### src/rtl/i2c_regbank_pkg.sv
// Shared types for the two-wire register slave.
// Assumes: nothing beyond IEEE 1800-2017 packages.
package i2c_regbank_pkg;

    // Where the frame engine is within a byte transfer
    typedef enum logic [2:0] {
        PH_IDLE,
        PH_RX,
        PH_ACK,
        PH_TX,
        PH_MACK
    } phase_t;

    // Meaning of the byte being received
    typedef enum logic [1:0] {
        BY_ADDR,
        BY_SUB,
        BY_DATA
    } byte_kind_t;

    // Bus events decoded from the synchronised lines
    typedef struct packed {
        logic start;
        logic stop;
        logic rise;
        logic fall;
        logic sda;
    } bus_ev_t;

endpackage

### src/rtl/i2c_line_sync.sv
// Synchronises SCL and SDA into the clock domain and decodes START, STOP
// and the SCL edges from them.
// Assumes: each bus level is held for more than STAGES+1 clock cycles.
module i2c_line_sync
    import i2c_regbank_pkg::*;
#(
    parameter int STAGES = 2
) (
    input  logic    clk,
    input  logic    rst_n,
    input  logic    scl_i,
    input  logic    sda_i,
    output bus_ev_t ev,
    output logic    scl_lvl
);

    logic [STAGES:0] scl_q;
    logic [STAGES:0] sda_q;
    logic            scl_s, scl_p, sda_s, sda_p;

    // Shift the raw lines through the synchroniser and one history stage
    always_ff @(posedge clk) begin
        if (!rst_n) begin
            scl_q <= '1;
            sda_q <= '1;
        end else begin
            scl_q <= {scl_q[STAGES-1:0], scl_i};
            sda_q <= {sda_q[STAGES-1:0], sda_i};
        end
    end

    assign scl_s = scl_q[STAGES-1];
    assign scl_p = scl_q[STAGES];
    assign sda_s = sda_q[STAGES-1];
    assign sda_p = sda_q[STAGES];

    // Decode the bus conditions from the current and previous samples
    always_comb begin
        ev.start = scl_s && scl_p && sda_p && !sda_s;
        ev.stop  = scl_s && scl_p && !sda_p && sda_s;
        ev.rise  = scl_s && !scl_p;
        ev.fall  = !scl_s && scl_p;
        ev.sda   = sda_s;
    end

    assign scl_lvl = scl_s;

endmodule

### src/rtl/i2c_frame_engine.sv
// Byte-phase state machine: matches the address, collects the subaddress and
// data bytes of write frames, and serialises the status bytes of read frames.
// Assumes: bus events come from i2c_line_sync; the master obeys bus timing.
module i2c_frame_engine
    import i2c_regbank_pkg::*;
#(
    parameter logic [6:0] DEV_ADDR = 7'h45,
    parameter int         NREG     = 47,
    parameter int         NSTAT    = 3,
    parameter int         SUB_W    = 8
) (
    input  logic               clk,
    input  logic               rst_n,
    input  bus_ev_t            ev,
    input  logic               scl_lvl,
    input  logic [NSTAT*8-1:0] status_i,
    output logic               sda_oe,
    output logic               wr_en,
    output logic [SUB_W-1:0]   wr_sub,
    output logic [7:0]         wr_data
);

    localparam logic [SUB_W-1:0] LAST_SUB = SUB_W'(NREG - 1);
    localparam int               IDX_W    = $clog2(NSTAT + 1);

    phase_t           state;
    byte_kind_t       kind;
    logic [3:0]       cnt;
    logic [7:0]       sh;
    logic [7:0]       tx;
    logic [SUB_W-1:0] sub;
    logic             rw;
    logic             mack;
    logic [IDX_W-1:0] rd_idx;
    logic [IDX_W-1:0] rd_sel;
    logic [7:0]       stat_byte;

    // Pick the index and value of the next status byte to send (0xFF past the end)
    always_comb begin
        if (state == PH_ACK)
            rd_sel = '0;
        else if (int'(rd_idx) >= NSTAT)
            rd_sel = rd_idx;
        else
            rd_sel = rd_idx + 1'b1;
        stat_byte = 8'hFF;
        for (int k = 0; k < NSTAT; k++)
            if (int'(rd_sel) == k) stat_byte = status_i[k*8 +: 8];
    end

    // Advance the frame on START/STOP and SCL edges
    always_ff @(posedge clk) begin
        if (!rst_n) begin
            state   <= PH_IDLE;
            kind    <= BY_ADDR;
            cnt     <= '0;
            sh      <= '0;
            tx      <= '1;
            sub     <= '0;
            rw      <= 1'b0;
            mack    <= 1'b0;
            rd_idx  <= '0;
            wr_en   <= 1'b0;
            wr_sub  <= '0;
            wr_data <= '0;
        end else begin
            wr_en <= 1'b0;
            if (ev.start) begin
                state <= PH_RX;
                kind  <= BY_ADDR;
                cnt   <= '0;
            end else if (ev.stop) begin
                state <= PH_IDLE;
            end else begin
                case (state)
                    PH_RX: begin
                        if (ev.rise) begin
                            sh  <= {sh[6:0], ev.sda};
                            cnt <= cnt + 4'd1;
                        end else if (ev.fall && cnt == 4'd8) begin
                            cnt <= '0;
                            case (kind)
                                BY_ADDR: begin
                                    if (sh[7:1] == DEV_ADDR) begin
                                        rw    <= sh[0];
                                        state <= PH_ACK;
                                    end else begin
                                        state <= PH_IDLE;
                                    end
                                end
                                BY_SUB: begin
                                    sub   <= SUB_W'(sh);
                                    state <= PH_ACK;
                                end
                                default: begin
                                    state <= PH_ACK;
                                    if (sub <= LAST_SUB) begin
                                        wr_en   <= 1'b1;
                                        wr_sub  <= sub;
                                        wr_data <= sh;
                                        sub     <= sub + 1'b1;
                                    end
                                end
                            endcase
                        end
                    end
                    PH_ACK: begin
                        if (ev.fall) begin
                            cnt <= '0;
                            if (kind == BY_ADDR && rw) begin
                                state  <= PH_TX;
                                tx     <= stat_byte;
                                rd_idx <= rd_sel;
                            end else begin
                                state <= PH_RX;
                                kind  <= (kind == BY_ADDR) ? BY_SUB : BY_DATA;
                            end
                        end
                    end
                    PH_TX: begin
                        if (ev.fall) begin
                            tx <= {tx[6:0], 1'b1};
                            if (cnt == 4'd7) begin
                                cnt   <= '0;
                                state <= PH_MACK;
                            end else begin
                                cnt <= cnt + 4'd1;
                            end
                        end
                    end
                    PH_MACK: begin
                        if (ev.rise) begin
                            mack <= !ev.sda;
                        end else if (ev.fall) begin
                            if (mack) begin
                                state  <= PH_TX;
                                tx     <= stat_byte;
                                rd_idx <= rd_sel;
                            end else begin
                                state <= PH_IDLE;
                            end
                        end
                    end
                    default: ;
                endcase
            end
        end
    end

    // Pull SDA low for acknowledges and for zero bits of transmitted data
    assign sda_oe = (state == PH_ACK) || (state == PH_TX && !tx[7]);

    // the pull-down only moves while the synchronised SCL is low
    p_sda_moves_scl_low_r11: assert property (@(posedge clk) disable iff (!rst_n)
        (sda_oe != $past(sda_oe)) |-> !scl_lvl);

    // transmission of a byte only begins from an acknowledge slot
    p_tx_after_ack_r6: assert property (@(posedge clk) disable iff (!rst_n)
        (state == PH_TX && $past(state) != PH_TX) |->
        ($past(state) == PH_ACK || $past(state) == PH_MACK));

endmodule

### src/rtl/i2c_reg_bank.sv
// Holds the control registers, decodes the write subaddress into a one-hot
// strobe and exports the contents flat.
// Assumes: wr_en is a single-cycle pulse from the frame engine.
module i2c_reg_bank #(
    parameter int NREG  = 47,
    parameter int SUB_W = 8
) (
    input  logic              clk,
    input  logic              rst_n,
    input  logic              wr_en,
    input  logic [SUB_W-1:0]  wr_sub,
    input  logic [7:0]        wr_data,
    output logic [NREG*8-1:0] regs_o,
    output logic [NREG-1:0]   wr_stb_o
);

    localparam logic [SUB_W-1:0] LAST_SUB = SUB_W'(NREG - 1);

    for (genvar i = 0; i < NREG; i++) begin : g_reg
        logic [7:0] q;

        // Decode this register's strobe
        assign wr_stb_o[i] = wr_en && (wr_sub == SUB_W'(i));

        // Load the register on its strobe
        always_ff @(posedge clk) begin
            if (!rst_n) q <= '0;
            else if (wr_stb_o[i]) q <= wr_data;
        end

        assign regs_o[i*8 +: 8] = q;

        // a strobed register holds the written byte on the next cycle
        p_load_r3: assert property (@(posedge clk) disable iff (!rst_n)
            wr_stb_o[i] |=> (q == $past(wr_data)));
    end

    // at most one register is written per cycle
    p_stb_onehot_r10: assert property (@(posedge clk) disable iff (!rst_n)
        $onehot0(wr_stb_o));

    // a strobe lasts one cycle only
    p_stb_pulse_r10: assert property (@(posedge clk) disable iff (!rst_n)
        (|wr_stb_o) |=> !(|wr_stb_o));

    // the engine never requests a write beyond the last register
    p_in_range_r5: assert property (@(posedge clk) disable iff (!rst_n)
        wr_en |-> (wr_sub <= LAST_SUB));

endmodule

### src/rtl/i2c_regbank_slave.sv
// Top level: a two-wire slave that loads a bank of control registers with
// auto-incrementing subaddress and returns status bytes on reads.
// Assumes: pads are open-drain; sda_oe_o high means SDA is pulled low.
module i2c_regbank_slave
    import i2c_regbank_pkg::*;
#(
    parameter logic [6:0] DEV_ADDR    = 7'h45,
    parameter int         NREG        = 47,
    parameter int         NSTAT       = 3,
    parameter int         SYNC_STAGES = 2
) (
    input  logic              clk,
    input  logic              rst_n,
    input  logic              scl_i,
    input  logic              sda_i,
    input  logic [NSTAT*8-1:0] status_i,
    output logic              sda_oe_o,
    output logic [NREG*8-1:0] regs_o,
    output logic [NREG-1:0]   wr_stb_o
);

    localparam int SUB_W = 8;

    bus_ev_t          ev;
    logic             scl_lvl;
    logic             wr_en;
    logic [SUB_W-1:0] wr_sub;
    logic [7:0]       wr_data;

    i2c_line_sync #(.STAGES(SYNC_STAGES)) i_sync (
        .clk     (clk),
        .rst_n   (rst_n),
        .scl_i   (scl_i),
        .sda_i   (sda_i),
        .ev      (ev),
        .scl_lvl (scl_lvl)
    );

    i2c_frame_engine #(
        .DEV_ADDR (DEV_ADDR),
        .NREG     (NREG),
        .NSTAT    (NSTAT),
        .SUB_W    (SUB_W)
    ) i_engine (
        .clk      (clk),
        .rst_n    (rst_n),
        .ev       (ev),
        .scl_lvl  (scl_lvl),
        .status_i (status_i),
        .sda_oe   (sda_oe_o),
        .wr_en    (wr_en),
        .wr_sub   (wr_sub),
        .wr_data  (wr_data)
    );

    i2c_reg_bank #(
        .NREG  (NREG),
        .SUB_W (SUB_W)
    ) i_bank (
        .clk      (clk),
        .rst_n    (rst_n),
        .wr_en    (wr_en),
        .wr_sub   (wr_sub),
        .wr_data  (wr_data),
        .regs_o   (regs_o),
        .wr_stb_o (wr_stb_o)
    );

endmodule

### config.mk
export PLATFORM = sky130hd
export DESIGN_NAME = i2c_regbank_slave
export DESIGN_NICKNAME = d
export VERILOG_FILES = /design/src/rtl/i2c_regbank_pkg.sv /design/src/rtl/i2c_line_sync.sv /design/src/rtl/i2c_frame_engine.sv /design/src/rtl/i2c_reg_bank.sv /design/src/rtl/i2c_regbank_slave.sv
export SDC_FILE = /design/constraint.sdc
export NUM_CORES = 1
export LEC_CHECK = 0
export BUFFER_PORTS_ARGS = -buffer_cell sky130_fd_sc_hd__buf_2
export CORE_UTILIZATION = 52
export CTS_CLUSTER_SIZE = 20
export DETAILED_ROUTE_END_ITERATION = 8
export GPL_ROUTABILITY_DRIVEN = 0
export PLACE_DENSITY = 0.79
export SETUP_SLACK_MARGIN = 0.4
export SLEW_MARGIN = 0
export SYNTH_ARGS = -nofsm -noshare
export SYNTH_HDL_FRONTEND = slang
export SYNTH_SLANG_ARGS = --single-unit
### constraint.sdc
create_clock -name clk -period 2.2 [get_ports clk]
set_input_delay 0 -clock clk [delete_from_list [all_inputs] [get_ports clk]]
set_output_delay 0 -clock clk [all_outputs]
set_load 0.05 [all_outputs]
==> results of run 1 <==
==> metal layers <==
layer  vias up  global-route usage [%]  share of wire, %
li1       8386                       -                 -
met1      9203                    46.7                34
met2      1650                    64.1                45
met3       526                    9.92                12
met4         2                    23.9               8.6
met5         -                       0             0.015
==> power breakdown <==
group	switching [mW]	internal, mW	total [mW]
registers	0.00458	7.89	7.89
logic	0.169	0.0644	0.234
clock network	3.34	4.97	8.31
total	3.51	12.9	16.4
==> critical path: stages (launching register included) <==
cell and delay [ns]:
dfxtp_4 0.39, buf_4 0.16, nor4_2 0.30, buf_4 0.21, buf_12 0.14, nand2_8 0.06, clkinv_8 0.05, buf_12 0.12
==> cells in the mapped netlist (2+ instances only) <==
cell / instances / area, um2
nor4_1: 3 / 18.8
a221oi_1: 7 / 61.3
ha_1: 4 / 50.1
nor2b_1: 6 / 37.5
nor3b_1: 4 / 30.0
and4b_1: 2 / 20.0
inv_1: 46 / 173
buf_1: 12 / 45.0
nand2b_1: 15 / 93.8
a211o_1: 7 / 61.3
a32o_1: 2 / 20.0
mux2i_1: 52 / 521
clkinv_1: 3 / 11.3
or3_1: 2 / 12.5
nor3_2: 4 / 40.0
and2_1: 3 / 18.8
nor2_1: 57 / 214
inv_2: 3 / 11.3
a211oi_1: 4 / 30.0
nand2_1: 485 / 1820
nor3_1: 5 / 25.0
o21ai_0: 9 / 45.0
a21oi_1: 383 / 1920
nor3_4: 2 / 32.5
clkbuf_1: 148 / 556
xor2_1: 2 / 17.5
and3_1: 6 / 37.5
o31ai_1: 2 / 15.0
dfxtp_1: 436 / 8730
o21a_1: 2 / 15.0
buf_2: 16 / 80.1
nand3b_1: 4 / 30.0
nand3_1: 324 / 1620
nor4b_1: 2 / 17.5
nand4b_1: 3 / 26.3
==> final cells by class <==
type	instances	area, um2
clock buffers	67	1390
repair buffers	785	6540
well taps	402	503
inverters	52	343
clock inverters	16	216
multi-input cells	1423	8530
flip-flops and latches	436	8780
fillers	1643	5260
==> logic make-up (layout without fill, tap and decap cells) <==
family | after synthesis | count (layout) | share of synthesized area, %
and+or+nand+nor | 935 | 936 | 25.1
DFF | 436 | 436 | 52.5
AOI/OAI and AO/OA | 429 | 429 | 13.7
buffers and inverters | 228 | 920 | 5.26
muxes | 52 | 52 | 3.13
adders and majority gates | 4 | 4 | 0.301
xor gates and xnor gates | 2 | 2 | 0.105
==> what timing repair did <==
action                                  in CTS  in global routing
hold buffers                                14                  0
pin swaps                                   45                 69
hold endpoints to repair                    22                  0
cloned                                      18                  9
endpoints found under the setup margin     292                249
resized for setup                          414                205
setup buffers                              129                 82
==> how the worst min path moves through the flow <==
stage            startpoint                          end  slack (ns)  cells past startpoint
3_5_place_dp          scl_i   i_sync.scl_q[0]$_SDFF_PN1_        0.19                      2
4_1_cts        status_i[12]  i_engine.tx[4]$_SDFFE_PN1P_        0.01                      4
3_3_place_gp          scl_i   i_sync.scl_q[0]$_SDFF_PN1_        0.19                      2
6_report        status_i[9]  i_engine.tx[1]$_SDFFE_PN1P_        0.03                      4
2_1_floorplan         scl_i   i_sync.scl_q[0]$_SDFF_PN1_        0.10                      1
5_1_grt         status_i[2]  i_engine.tx[2]$_SDFFE_PN1P_        0.02                      4
==> registers in the layout, summed over array words and instances, names as in the netlist, 3 cells and up <==
| register | cells |
|---|---|
| i_bank.g.q | 376 |
| i_engine.cnt | 4 |
| i_engine.sh | 8 |
| i_engine.state | 3 |
| i_engine.sub | 8 |
| i_engine.tx | 8 |
| i_engine.wr_data | 8 |
| i_engine.wr_sub | 8 |
| i_sync.scl_q | 3 |
| i_sync.sda_q | 3 |
==> per-stage QoR <==
stage / cell area (um2) / power [mW] / setup slack, ns / hold slack [ns]
final: 26300 / 16.4 / 0.206 / 0.0317
after CTS: 24600 / 16.3 / 0.283 / 0.0111
after global placement: 19600 / 8.27 / 0.212 / 0.185
after detailed placement: 19600 / 8.27 / 0.122 / 0.190
after floorplan: 16600 / 8.21 / 0.418 / 0.101
after global routing: 26300 / 16.7 / 0.152 / 0.0159
==> placed cells by master, fill, tap and decap left out, types with 5 or more instances in the layout <==
master | netlist | layout
a211o_1 | 7 | 7
a21oi_1 | 383 | 328
a21oi_2 | 0 | 54
a221oi_1 | 7 | 6
buf_12 | 0 | 42
buf_16 | 0 | 13
buf_2 | 16 | 404
buf_4 | 0 | 213
buf_6 | 0 | 32
buf_8 | 0 | 52
bufbuf_16 | 0 | 8
bufinv_16 | 0 | 5
clkbuf_1 | 148 | 6
clkbuf_16 | 0 | 54
clkbuf_8 | 0 | 14
clkinv_2 | 0 | 8
dfxtp_1 | 436 | 414
dfxtp_2 | 0 | 14
dfxtp_4 | 0 | 8
dlygate4sd3_1 | 0 | 14
inv_4 | 0 | 40
mux2i_1 | 52 | 52
nand2_1 | 485 | 436
nand2_4 | 0 | 5
nand2_8 | 0 | 43
nand2b_1 | 15 | 10
nand3_1 | 324 | 293
nand3_2 | 0 | 18
nand3_4 | 0 | 13
nor2_1 | 57 | 46
nor2_4 | 0 | 12
nor2b_1 | 6 | 5
nor3_4 | 2 | 6
o21ai_0 | 9 | 5
==> flow_summary.ini, run 1 <==
[layout]
nets = 2775
layout.cells.non_filler = 3181
syn_to_final_growth_pct = 58.1
utilization_pct = 83.3
n_antenna_cell = 0
drive_above_1_share_pct = 39.7

[route]
drtIter0Drc = 2414
wl_per_cell_um = 23.4
dr.pass1.iters = 8
drc_errors = 0
wl_um = 74500
viasPerCell = 6.21
detail-route-antenna-nets = 0
vias = 19800

[grt]
grt_pass1_wl_um = 101000
grt.overflow.total = 0
track_usage_pct = 39.3
grt_antenna_before_repair = 1
grt_max_degree = 107
grt_pass1_vias = 17900

[die]
die_w_um = 181
fp.coreArea_um2 = 31600
rows = 65
start_util_pct = 52.7
io_pins = 452
die_area_um2 = 32700
die_h_um = 181

[clock_tree]
cts_made_buffers = 45
clock_sinks = 436
insertion_delay_ns = 0.57
cts_tree = built
clk_pin_slew_worst_paths_ns = 0.07
clockBufferDepth = 3
cts_root_buffer = clkbuf_16
htree_levels = 2

[timing]
setup-tns-final_ns = 0
finalHoldViolCount = 0
fin_crit_sh_pct = 90.6
slew_headroom_pct = 50.3
tightest_slew_ns = 0.745
max_freq_ghz = 0.501
finalCriticalPeriod_ns = 1.99
drv_slew = 0
clock_skew_ns = 0.0326
setup_violations = 0
rsz0062_at_grt = true

[outcome]
status = completed

[worst_setup_path]
worst_r2r_path_depth = 11
setup.worst_path.start_class = flop
rrSetupSlack_ns = 0.33
critPathCaptureType = primary output
timing.rr.start = i_engine.wr_sub[5]$_SDFFE_PN0P_
worstSetupStartpoint = i_engine.wr_sub[0]$_SDFFE_PN0P_
crit_arrival_ns = 1.99
crit_type = flop to primary output
crit_path_max_fanout = 5
endpoint = wr_stb_o[16]
cp.required_ns = 2.20
r2r-end = i_bank.g_reg[15].q[7]$_SDFFE_PN0P_

[yosys]
postSynthAreaPerCell_um2 = 7.98
synth_area_um2 = 16600
synthDistinctLibCells = 56
synth_flop_cell = dfxtp_1
synth_seq_cells = 436
synth_warnings = 0
synth_edf_count = 0
yosysSeqAreaShare_pct = 52.5
synth_nets = 2118
async_flop_share_pct = 0
synthCells = 2086

[min_path]
hold_path_class = input pin to flop

[power_and_ir_drop]
leakage_nw = 10.9
power_density_nw_per_um2 = 625
max-vdd-ir-drop_mv = 0.603

[placement]
placed_cells = 2846
port_buffers = 451
dp_hpwl_um = 36900

[run]
cap_violations = 0
No activity file was read; power rests on OpenSTA's default activity.
==> run 2: changes to the inputs <==
--- a/config.mk
+++ b/config.mk
@@ -6,13 +6,13 @@
 export NUM_CORES = 1
 export LEC_CHECK = 0
 export BUFFER_PORTS_ARGS = -buffer_cell sky130_fd_sc_hd__buf_2
-export CORE_UTILIZATION = 52
+export CORE_UTILIZATION = 40
 export CTS_CLUSTER_SIZE = 20
 export DETAILED_ROUTE_END_ITERATION = 8
 export GPL_ROUTABILITY_DRIVEN = 0
-export PLACE_DENSITY = 0.79
+export GPL_TIMING_DRIVEN = 0
 export SETUP_SLACK_MARGIN = 0.4
-export SLEW_MARGIN = 0
+export SLEW_MARGIN = 20
 export SYNTH_ARGS = -nofsm -noshare
 export SYNTH_HDL_FRONTEND = slang
 export SYNTH_SLANG_ARGS = --single-unit
==> flow_summary.ini, run 2 (synthesis results as in run 1) <==
[worst_setup_path]
critPathCaptureType = primary output
setup.worst_path.start_class = flop
crit_path_max_fanout = 5
cp.required_ns = 2.20
crit_arrival_ns = 2.08
worst_path_largest_cell_delay_ns = 0.32
crit_buf_inv = 6
crit_type = flop to primary output
path_delay_family = buffers and inverters
crit_slowest_cell = dfxtp_2
crit_chain = buf_8 -> nand2b_4 -> clkbuf_16 -> nor3_4 -> buf_6 -> buf_6 -> nand2_8 -> inv_4 -> buf_8

[clock_tree]
clock_sinks = 436
cts_tree = built
clockBufferDepth = 3
insertion_delay_ns = 0.59
htree_levels = 2
cts_root_buffer = clkbuf_16
cts_made_buffers = 47
clk_pin_slew_worst_paths_ns = 0.07

[timing]
clock_skew_ns = 0.0148
setup-tns-final_ns = 0
fin_crit_sh_pct = 94.4
setup_violations = 0
rsz0062_at_grt = true
finalCriticalPeriod_ns = 2.08
finalHoldViolCount = 1
fin_hold_ws_ns = -0.00776
slew_headroom_pct = 25.4
tightest_slew_ns = 1.12
drv_slew = 0
max_freq_ghz = 0.482

[route]
wl_um = 77200
drc_errors = 0
wl_per_cell_um = 22.6
detail-route-antenna-nets = 0
dr.pass1.iters = 6
vias = 19000
drtIter0Drc = 1642
viasPerCell = 5.57

[power_and_ir_drop]
internal-power_mw = 12.4
p_sw_mw = 3.57
swShare_pct = 22.3
leakage_nw = 11.0
p_clk_share_pct = 48.6
power_density_nw_per_um2 = 598
combPwrFrac_pct = 1.9
max-vdd-ir-drop_mv = 0.450
p_seq_share_pct = 49.4

[die]
fp.coreArea_um2 = 40900
die_w_um = 206
die_area_um2 = 42400
io_pins = 452
rows = 74
die_h_um = 206
start_util_pct = 40.7

[layout]
syn_to_final_growth_pct = 60.6
largest_register = i_bank.g.q
fin_area_um2 = 26700
drive_above_1_share_pct = 39.1
layout.cells.non_filler = 3407
nets = 2876
mostFrequentLayoutCells = nand2_1, dfxtp_1, buf_2
largest_register_ffs = 376
layout_commonest_cell = nand2_1
n_antenna_cell = 0

[grt]
track_usage_pct = 33.3
grt_antenna_before_repair = 0
grt_pass1_vias = 17100
grt_pass1_wl_um = 106000
grt.overflow.total = 0
grt_max_degree = 14

[min_path]
hold_path_class = input pin to flop

[run]
cap_violations = 0

[outcome]
failed_checks = negative hold slack
status = finished, violations left

[placement]
dp_hpwl_um = 49300
dpl_cell_area_um2 = 19600
placed_cells = 3068
port_buffers = 450
[run 2: final timing paths]
path / start / end / slack (ns) / cells after the start
min: status_i[22] / i_engine.tx[6]$_SDFFE_PN1P_ / -0.008 / 4
min reg2reg: i_sync.scl_q[0]$_SDFF_PN1_ / i_sync.scl_q[1]$_SDFF_PN1_ / 0.40 / 1
max reg2reg: i_engine.wr_sub[1]$_SDFFE_PN0P_ / i_bank.g_reg[33].q[0]$_SDFFE_PN0P_ / 0.22 / 11
max: i_engine.wr_sub[1]$_SDFFE_PN0P_ / wr_stb_o[17] / 0.12 / 9
[run 2: through the flow]
step | total power [mW] | utilization, % | worst slack, ns
after global routing | 16.3 | 65.3 | 0.0286
after detailed placement | 8.32 | 47.8 | -0.546
after CTS | 16.0 | 58.9 | 0.134
after floorplan | 8.21 | - | 0.418
after global placement | 8.32 | 47.8 | -0.497
final | 16.0 | 65.3 | 0.124
[run 2: timing repair]
action,in CTS,in global routing
hold buffers,26,0
pin swaps,42,109
gates resized for setup,520,442
hold endpoints to repair,15,0
setup buffers,109,107
setup endpoints to repair,461,421
cloned,2,15
[run 2: worst min-delay path, cell delays in order]
cell and delay (ns):
buf_2 0.07, mux2i_1 0.07, a221oi_2 0.28, a211o_1 0.12
[run 2: power groups by stage]
stage,clock network (mW),registers [mW],logic (mW)
2_1_floorplan,0,8.08,0.132
3_3_place_gp,0,8.08,0.243
3_5_place_dp,0,8.08,0.246
4_1_cts,7.81,7.90,0.284
5_1_grt,8.11,7.89,0.327
6_report,7.77,7.90,0.309
[run 2: area by class of cell]
class / instances / area (um2)
repair buffers: 709 / 5440
clock buffers: 72 / 1420
clock inverters: 8 / 50.0
well taps: 532 / 666
fillers: 3395 / 14200
inverters: 52 / 338
multi-input cells: 1422 / 8670
plain buffers: 176 / 1380
flip-flops and latches: 436 / 8760
[run 2: per-layer routing]
layer  wire length [um]  global-route usage (%)
met1              30600                    43.0
met2              36000                    53.9
met3               7310                    6.83
met4               3220                    13.8
met5                  0                       0
